===== src/rtl/fp_sa_pkg.sv =====
package fp_sa_pkg;
  localparam int unsigned NUM_SRC = 2;

  typedef enum logic {
    TRK_IDLE = 1'b0,
    TRK_WAIT = 1'b1
  } trk_state_e;
endpackage


===== src/rtl/fp_sa_tracker.sv =====
module fp_sa_tracker #(
  parameter int unsigned TAG_W    = 6,
  parameter int unsigned LOAD_LAT = 4
) (
  input  logic             clk_i,
  input  logic             rst_ni,
  input  logic             ld_issue_i,
  input  logic [TAG_W-1:0] ld_dst_i,
  output logic             win_open_o,
  output logic [TAG_W-1:0] win_tag_o
);
  import fp_sa_pkg::*;

  localparam int unsigned AGE_W = $clog2(LOAD_LAT + 1);
  localparam logic [AGE_W-1:0] WIN_AGE = AGE_W'(LOAD_LAT - 1);

  trk_state_e       state_q;
  logic [AGE_W-1:0] age_q;
  logic [TAG_W-1:0] tag_q;

  assign win_open_o = (state_q == TRK_WAIT) && (age_q == WIN_AGE);
  assign win_tag_o  = tag_q;

  always_ff @(posedge clk_i or negedge rst_ni) begin
    if (!rst_ni) begin
      state_q <= TRK_IDLE;
      age_q   <= '0;
      tag_q   <= '0;
    end else if (ld_issue_i) begin
      // newest load wins; restart timing
      state_q <= TRK_WAIT;
      age_q   <= AGE_W'(1);
      tag_q   <= ld_dst_i;
    end else if (state_q == TRK_WAIT) begin
      if (age_q == WIN_AGE) begin
        state_q <= TRK_IDLE;
        age_q   <= '0;
      end else begin
        age_q <= age_q + AGE_W'(1);
      end
    end
  end
endmodule


===== src/rtl/fp_sa_dep_match.sv =====
module fp_sa_dep_match #(
  parameter int unsigned SLOTS = 2,
  parameter int unsigned TAG_W = 6
) (
  input  logic                                      open_i,
  input  logic [TAG_W-1:0]                          tag_i,
  input  logic [SLOTS-1:0][fp_sa_pkg::NUM_SRC-1:0][TAG_W-1:0] src_i,
  input  logic [SLOTS-1:0][fp_sa_pkg::NUM_SRC-1:0]  src_vld_i,
  output logic [SLOTS-1:0]                          dep_o
);
  import fp_sa_pkg::*;

  for (genvar k = 0; k < SLOTS; k++) begin : g_slot
    logic [NUM_SRC-1:0] hit;
    for (genvar s = 0; s < NUM_SRC; s++) begin : g_src
      assign hit[s] = src_vld_i[k][s] && (src_i[k][s] == tag_i);
    end
    assign dep_o[k] = open_i && (|hit);
  end
endmodule


===== src/rtl/fp_sa_slot_stage.sv =====
module fp_sa_slot_stage #(
  parameter int unsigned SLOTS = 2,
  parameter int unsigned ID_W  = 4
) (
  input  logic                       clk_i,
  input  logic                       rst_ni,
  input  logic [SLOTS-1:0]           iss_vld_i,
  input  logic [SLOTS-1:0][ID_W-1:0] iss_id_i,
  input  logic [SLOTS-1:0]           dep_i,
  input  logic                       ld_miss_i,
  output logic [SLOTS-1:0]           abort_o,
  output logic [SLOTS-1:0]           retire_o,
  output logic [SLOTS-1:0][ID_W-1:0] out_id_o
);
  logic [SLOTS-1:0]           vld_q;
  logic [SLOTS-1:0]           dep_q;
  logic [SLOTS-1:0][ID_W-1:0] id_q;

  always_ff @(posedge clk_i or negedge rst_ni) begin
    if (!rst_ni) begin
      vld_q <= '0;
      dep_q <= '0;
      id_q  <= '0;
    end else begin
      vld_q <= iss_vld_i;
      dep_q <= dep_i & iss_vld_i;
      id_q  <= iss_id_i;
    end
  end

  // dep_q is only ever set for window issues, so a stray miss is inert
  for (genvar k = 0; k < SLOTS; k++) begin : g_out
    logic kill;
    assign kill        = dep_q[k] && ld_miss_i;
    assign abort_o[k]  = vld_q[k] && kill;
    assign retire_o[k] = vld_q[k] && !kill;
    assign out_id_o[k] = id_q[k];
  end
endmodule


===== src/rtl/fp_sa_reissue.sv =====
module fp_sa_reissue #(
  parameter int unsigned SLOTS   = 2,
  parameter int unsigned ENTRIES = 16,
  parameter int unsigned ID_W    = 4
) (
  input  logic                       clk_i,
  input  logic                       rst_ni,
  input  logic [SLOTS-1:0]           abort_i,
  input  logic [SLOTS-1:0][ID_W-1:0] id_i,
  output logic [ENTRIES-1:0]         reissue_o
);
  logic [ENTRIES-1:0] mask_d;
  logic [ENTRIES-1:0] mask_q;

  always_comb begin
    mask_d = '0;
    for (int k = 0; k < SLOTS; k++) begin
      if (abort_i[k]) mask_d[id_i[k]] = 1'b1;
    end
  end

  always_ff @(posedge clk_i or negedge rst_ni) begin
    if (!rst_ni) mask_q <= '0;
    else         mask_q <= mask_d;
  end

  assign reissue_o = mask_q;
endmodule


===== src/rtl/fp_sel_abort.sv =====
module fp_sel_abort #(
  parameter int unsigned SLOTS    = 2,
  parameter int unsigned ENTRIES  = 16,
  parameter int unsigned TAG_W    = 6,
  parameter int unsigned LOAD_LAT = 4,
  localparam int unsigned ID_W    = $clog2(ENTRIES),
  localparam int unsigned NSRC    = fp_sa_pkg::NUM_SRC
) (
  input  logic                                 clk_i,
  input  logic                                 rst_ni,
  input  logic                                 ld_issue_i,
  input  logic [TAG_W-1:0]                     ld_dst_i,
  input  logic                                 ld_miss_i,
  input  logic [SLOTS-1:0]                     iss_vld_i,
  input  logic [SLOTS-1:0][ID_W-1:0]           iss_id_i,
  input  logic [SLOTS-1:0][NSRC-1:0][TAG_W-1:0] iss_src_i,
  input  logic [SLOTS-1:0][NSRC-1:0]           iss_src_vld_i,
  output logic [SLOTS-1:0]                     abort_o,
  output logic [SLOTS-1:0]                     retire_o,
  output logic [SLOTS-1:0][ID_W-1:0]           out_id_o,
  output logic [ENTRIES-1:0]                   reissue_o
);
  logic             win_open;
  logic [TAG_W-1:0] win_tag;
  logic [SLOTS-1:0] dep;

  fp_sa_tracker #(.TAG_W(TAG_W), .LOAD_LAT(LOAD_LAT)) u_tracker (
    .clk_i      (clk_i),
    .rst_ni     (rst_ni),
    .ld_issue_i (ld_issue_i),
    .ld_dst_i   (ld_dst_i),
    .win_open_o (win_open),
    .win_tag_o  (win_tag)
  );

  fp_sa_dep_match #(.SLOTS(SLOTS), .TAG_W(TAG_W)) u_match (
    .open_i    (win_open),
    .tag_i     (win_tag),
    .src_i     (iss_src_i),
    .src_vld_i (iss_src_vld_i),
    .dep_o     (dep)
  );

  fp_sa_slot_stage #(.SLOTS(SLOTS), .ID_W(ID_W)) u_stage (
    .clk_i     (clk_i),
    .rst_ni    (rst_ni),
    .iss_vld_i (iss_vld_i),
    .iss_id_i  (iss_id_i),
    .dep_i     (dep),
    .ld_miss_i (ld_miss_i),
    .abort_o   (abort_o),
    .retire_o  (retire_o),
    .out_id_o  (out_id_o)
  );

  fp_sa_reissue #(.SLOTS(SLOTS), .ENTRIES(ENTRIES), .ID_W(ID_W)) u_reissue (
    .clk_i     (clk_i),
    .rst_ni    (rst_ni),
    .abort_i   (abort_o),
    .id_i      (out_id_o),
    .reissue_o (reissue_o)
  );
endmodule


===== config.mk =====
export PLATFORM = sky130hd
export DESIGN_NAME = fp_sel_abort
export DESIGN_NICKNAME = d
export VERILOG_FILES = /design/src/rtl/fp_sa_pkg.sv /design/src/rtl/fp_sa_tracker.sv /design/src/rtl/fp_sa_dep_match.sv /design/src/rtl/fp_sa_slot_stage.sv /design/src/rtl/fp_sa_reissue.sv /design/src/rtl/fp_sel_abort.sv
export SDC_FILE = /design/constraint.sdc
export NUM_CORES = 1
export LEC_CHECK = 0
export BUFFER_PORTS_ARGS = -buffer_cell sky130_fd_sc_hd__buf_2
export CAP_MARGIN = 20
export CORE_ASPECT_RATIO = 0.8
export CORE_MARGIN = 1.5
export CORE_UTILIZATION = 46
export DETAILED_ROUTE_END_ITERATION = 10
export GPL_TIMING_DRIVEN = 0
export PLACE_DENSITY = 0.86
export SETUP_SLACK_MARGIN = 0.05
export SYNTH_ARGS = -nofsm -noshare
export SYNTH_HDL_FRONTEND = slang
export SYNTH_SLANG_ARGS = --single-unit
export TNS_END_PERCENT = 5

===== constraint.sdc =====
create_clock -name clk_i -period 1.41 [get_ports clk_i]
set_input_delay 0 -clock clk_i [delete_from_list [all_inputs] [get_ports clk_i]]
set_output_delay 0 -clock clk_i [all_outputs]
set_load 0.01 [all_outputs]

# Word level (Yosys, flattened, before mapping)

Index checks and enable logic that the tools add are counted.

Bits in registers: 38
Latch bits: 0
RAM bits: 0
Memory bits (read-only): 0
Input port bits: 48
Output and inout port bits: 28
Memories kept: 0

Add/sub/neg operators: 1
Multipliers: 0
Div/mod/pow operators: 0
Order comparisons: 4
Equality and inequality tests: 5
Shifts and indexed selects: 0
Multiplexer cells: 12
Bitwise logic cells: 2
Reductions and logical operators: 20

Operator list:

| operator                                                          | number |
|---|---|
| 2-to-1 mux 16 bit                                                 | 2 |
| == test 6 bit                                                     | 4 |
| bitwise OR 16 bit                                                 | 1 |
| logical AND 1 bit                                                 | 15 |
| less-than comparator 4 x 5 -> 1 bit, second input constant        | 2 |
| 2-to-1 mux 3 bit                                                  | 3 |
| demux 1 bit (select 4 bit)                                        | 2 |
| greater-or-equal comparator 4 x 1 -> 1 bit, second input constant | 2 |
| 2-to-1 mux 1 bit                                                  | 5 |
| OR reduction 2 bit                                                | 2 |
| adder 3 x 1 -> 3 bit, second input constant                       | 1 |
| == test 3 x 2 -> 1 bit, second input constant                     | 1 |
| bitwise AND 2 bit                                                 | 1 |
| zero test 1 bit                                                   | 2 |
| nonzero test 2 bit                                                | 1 |

# Logic depth before layout (Yosys ltp)

Word-level depth: 7
Depth in mapped cells: 5
Mapped depth without buffers: 4

# Modules after synthesis

From an unflattened synthesis, not the netlist that was laid out.

Cell total of the unflattened synthesis: 131
Area, all modules: 1685.4 um2

Modules (own cells, without submodules):

| module           | instances | cells an instance | area an instance (um2) |
|---|---|---|---|
| fp_sa_reissue    | 1         | 50                | 621.8 |
| fp_sa_tracker    | 1         | 28                | 411.6 |
| fp_sa_slot_stage | 1         | 18                | 340.3 |
| fp_sa_dep_match  | 1         | 35                | 311.5 |

# Worst setup path before layout

Ideal clock, no wire load.

Kind: register to register
From: register u_stage.dep_q[1]
To: register u_reissue.mask_q[0], in the netlist u_reissue.reissue_o[0]
Data arrival time: 1118 ps
Path slack: 210 ps
Stages on the path, launching flop included: 5
Path buffers: 1
Period minus slack after synthesis: 1200 ps
Path through: dfrtp_1 > and3_1 > buf_4 > or3b_4 > o22ai_1

Longest elaborated chain between the ends: 3

RTL lines:

| element                  | RTL line               | RTL |
|---|---|---|
| start: declaration       | fp_sa_slot_stage.sv:16 | `logic [SLOTS-1:0] dep_q;` |
| start signal: assignment | fp_sa_slot_stage.sv:26 | `dep_q <= dep_i & iss_vld_i;` |
| logical AND 1 bit        | fp_sa_slot_stage.sv:34 | `assign kill = dep_q[k] && ld_miss_i;` |
| logical AND 1 bit        | fp_sa_slot_stage.sv:35 | `assign abort_o[k] = vld_q[k] && kill;` |
| net abort_o[1]           | fp_sel_abort.sv:18     | `output logic [SLOTS-1:0] abort_o,` |
| 2-to-1 mux 16 bit        | fp_sa_reissue.sv:18    | `if (abort_i[k]) mask_d[id_i[k]] = 1'b1;` |
| net u_reissue.mask_d[0]  | fp_sa_reissue.sv:12    | `logic [ENTRIES-1:0] mask_d;` |
| end signal: assignment   | fp_sa_reissue.sv:24    | `else mask_q <= mask_d;` |
| end: declaration         | fp_sa_reissue.sv:13    | `logic [ENTRIES-1:0] mask_q;` |

The timed path passes the listed nets, and every way through them passes these cells.
A chain may end at the register's enable or synchronous reset.

# Final worst setup path

From: register u_tracker.tag_q[2], in the netlist u_tracker.win_tag_o[2]
To: register u_stage.dep_q[0]

Longest elaborated chain between the ends: 5
Elaborated cells between the ends (all ways): 7
Classes of those cells: eq/ne (2); bitwise (1); reduce/logical (4)

RTL lines:

| element                  | RTL line               | RTL |
|---|---|---|
| start: declaration       | fp_sa_tracker.sv:19    | `logic [TAG_W-1:0] tag_q;` |
| start signal: assignment | fp_sa_tracker.sv:33    | `tag_q <= ld_dst_i;` |
| == test 6 bit            | fp_sa_dep_match.sv:16  | `assign hit[s] = src_vld_i[k][s] && (src_i[k][s] == tag_i);` |
| logical AND 1 bit        | fp_sa_dep_match.sv:16  |  |
| OR reduction 2 bit *     | fp_sa_dep_match.sv:18  | `assign dep_o[k] = open_i && (\|hit);` |
| logical AND 1 bit *      | fp_sa_dep_match.sv:18  |  |
| bitwise AND 2 bit *      | fp_sa_slot_stage.sv:26 |  |

Every way passes the cells marked *; elsewhere a longest branch is shown, timed or not.

==> flow_summary_export.csv <==
group,metric,value,unit
route,dr.pass1.iters,4,
layout,syn_to_final_growth,47.7,%
grt,globalRoute.totalOverflow,0,
sta,setup-tns-final,0,ns
floorplan,core,0.00342,mm^2
route,wirelength,3630,um
sta,setup_viol,0,
sta,timing.final.crit_share,92.2,%
power_and_ir_drop,p_leak,1.24,nW
route,avgRoutedWirePerCell,13.2,um
placed_design,place_hpwl,2700,um
layout,diodes,0,
sta,holdWs,0.138,ns
yosys,syn_nets,183,
floorplan,fp-row-count,19,
hold_path,hold_depth,2,
sta,drv_slew,0,
power_and_ir_drop,ir_worst_vdd,0.712,mV
sta,rsz0062_at_grt,"true",
layout,layout.cells.non_filler,274,
yosys,yosysTopAreaCellShare,57.8,%
sta,fin_skew,0.00526,ns
sta,relSlewSlack,46.7,%
yosys,yosys-top-cells-area,"dfrtp_1 58%, xnor2_1 6.4%, xor2_1 6.4%, o22ai_1 6.1%, mux2_2 4.1%",
grt,gr-usage-all-layers,20.0,%
placed_design,gp_congestion,0.771,
placed_design,portBuffers,74,
sta,period_minus_slack,1.30,ns
hold_path,hp-class,"input pin to flop",
power_and_ir_drop,p_total,0.00279,W
yosys,syn_inst,134,
route,vias,1398,
floorplan,fp.dieW,69.9,um
floorplan,start_util,48.1,%
worst_setup_path,worstSetupStartpointType,"flop",
yosys,ys_ff_latch,38,
layout,drive_above_1_share,44.0,%
sta,hold_viol_final,0,
worst_setup_path,reg2reg_to,"u_stage.dep_q[0]$_DFF_PN0_",
floorplan,die_area,0.00395,mm^2
placed_design,dp.cells,250,
grt,grt_pass1_vias,1301,
clock_network,cts_buffers,5,
grt,antenna_found_initial,0,
layout,layout.nets,280,
hold_path,whs_endpoint,"u_tracker.age_q[1]$_DFFE_PN0P_",
yosys,yosysWarnings,0,
clock_network,clk_pin_slew_worst_paths,0.07,ns
power_and_ir_drop,power.density,1150,mW/mm^2
clock_network,clockRootBuffer,"clkbuf_8",
status,outcome,"completed",
route,vias_per_cell,5.10,
yosys,syn_area,0.00165,mm^2
route,drtAntennaViolNets,0,
worst_setup_path,reg2regPathDepth,5,
sta,tightestPinTransition,0.800,ns
worst_setup_path,worstPathMaxFanout,5,
floorplan,dieHeight,56.5,um
worst_setup_path,r2r_start,"u_tracker.win_tag_o[2]$_DFFE_PN0P_",
worst_setup_path,cp.required,1.64,ns
grt,grt_max_degree,39,
worst_setup_path,cp-end-kind,"flop",
yosys,syn_area_per_cell,12.3,um^2
layout,final_util,71.1,%
hold_path,worstHoldStart,"ld_issue_i",
run,maxCapViolations,0,
yosys,yosysTopAreaCell,"dfrtp_1",
route,drtIter0Drc,140,
worst_setup_path,rrSetupSlack,0.11,ns
sta,fmax,769,MHz
clock_network,clock_path_buffers,2,
clock_network,insertion_delay,0.29,ns
yosys,synth_cell_types,29,
grt,grt_pass1_wl,6110,um
clock_network,clock-sinks,38,
worst_setup_path,arrival,1.53,ns
layout,fillers,267,
clock_network,htreeDepth,2,
route,post-route-drc-count,0,
worst_setup_path,crit_type,"flop to flop",
floorplan,ios,76,
yosys,ys_seq_area_share,57.8,%
clock_network,cts_tree,"yes",
[worst max path at each step]
stage,start,to,cells after the start
global placement,u_tracker.win_tag_o[1]$_DFFE_PN0P_,u_stage.dep_q[0]$_DFF_PN0_,4
detailed placement,u_tracker.win_tag_o[1]$_DFFE_PN0P_,u_stage.dep_q[0]$_DFF_PN0_,4
global route,u_tracker.win_tag_o[2]$_DFFE_PN0P_,u_stage.dep_q[0]$_DFF_PN0_,5
CTS,u_tracker.win_tag_o[1]$_DFFE_PN0P_,u_stage.dep_q[0]$_DFF_PN0_,4
finish,u_tracker.win_tag_o[2]$_DFFE_PN0P_,u_stage.dep_q[0]$_DFF_PN0_,5
floorplan,u_stage.dep_q[1]$_DFF_PN0_,u_reissue.reissue_o[0]$_DFF_PN0_,4
[power breakdown]
group / leakage (nW) / switching, W / internal, W
combinational: 0.687 / 0.000210 / 0.000248
sequential: 0.486 / 0.0000516 / 0.00115
clock: 0.0714 / 0.000376 / 0.000754
[flip-flops by register name, indices dropped and copies added, names as in the netlist]
name                 cells
u_reissue.reissue_o     16
u_stage.dep_q            2
u_stage.out_id_o         8
u_stage.vld_q            2
u_tracker.age_q          3
u_tracker.state_q        1
u_tracker.win_tag_o      6
[final cells by class]
class,count,area (um^2),area share [%]
Buffer,8,58.8,2.42
Clock buffer,6,82.6,3.40
Clock inverter,2,60.1,2.47
Inverter,2,7.51,0.309
Multi-Input combinational cell,85,679,27.9
Sequential cell,38,951,39.1
Tap cell,42,52.6,2.16
Timing Repair Buffer,91,541,22.2
[logic make-up (layout without fill, tap and decap cells)]
| kind of cell | after synthesis | after routing | synth area share, % |
|---|---|---|---|
| flops | 38 | 38 | 57.8 |
| simple gates | 29 | 29 | 11.2 |
| compound gates | 24 | 24 | 9.73 |
| xor+xnor | 24 | 24 | 12.8 |
| buf+inv | 11 | 109 | 3.12 |
| mux | 7 | 7 | 4.71 |
| fa+ha+maj | 1 | 1 | 0.760 |
[worst max-delay path, stage by stage (launching register included)]
cell and delay [ns]:
dfrtp_1 0.38, buf_6 0.14, xnor2_2 0.11, nand4_1 0.13, nor4_2 0.31, o211a_1 0.17
[routing by layer]
metal / up-vias / share of wire (%) / global-route usage, %
met5: - / 0 / 0
met4: 0 / 0.80 / 5.49
met3: 4 / 11 / 7.18
met2: 93 / 49 / 33.7
met1: 632 / 39 / 24.3
li1: 669 / - / -
[synth_stat cells, drive strengths merged]
library cell	n
a211oi	1
a21boi	2
a21o	1
a21oi	1
and3	3
buf	7
clkbuf	2
dfrtp	38
ha	1
inv	2
mux2	6
mux2i	1
nand2	2
nand2b	5
nand3	2
nand3b	4
nand4	4
nor2	1
nor4	4
o211a	2
o21ai	1
o22ai	16
or2	2
or3b	2
xnor2	12
xor2	12
[through the flow]
stage	setup slack (ns)	area (um^2)
finish	0.110	2430
global route	0.00772	2430
CTS	0.0828	2390
detailed placement	0.0299	2070
global placement	0.0329	2070
floorplan	0.210	1650
[repair_timing]
item,in CTS,in global routing
endpoints found under the setup margin,1,2
buffers inserted,0,0
endpoints found under the hold margin,56,0
pin swaps,0,6
hold buffers,17,0
gates resized for setup,1,13
[placed cells by master, fill, tap and decap left out, types with 2 or more instances in the layout]
cell type and instances:
a21boi_0 2, and3_1 3, buf_2 76, buf_6 3, bufinv_16 2, clkbuf_8 6, dfrtp_1 38, dlygate4sd3_1 17
inv_1 2, mux2_2 6, nand2_1 2, nand2b_1 5, nand3_1 2, nand3b_1 4, nand4_1 4, nor4_1 2
nor4_2 2, o211a_1 2, o22ai_1 16, or2_2 2, xnor2_1 9, xnor2_2 3, xor2_1 12
(Power assumes the default switching activity.)
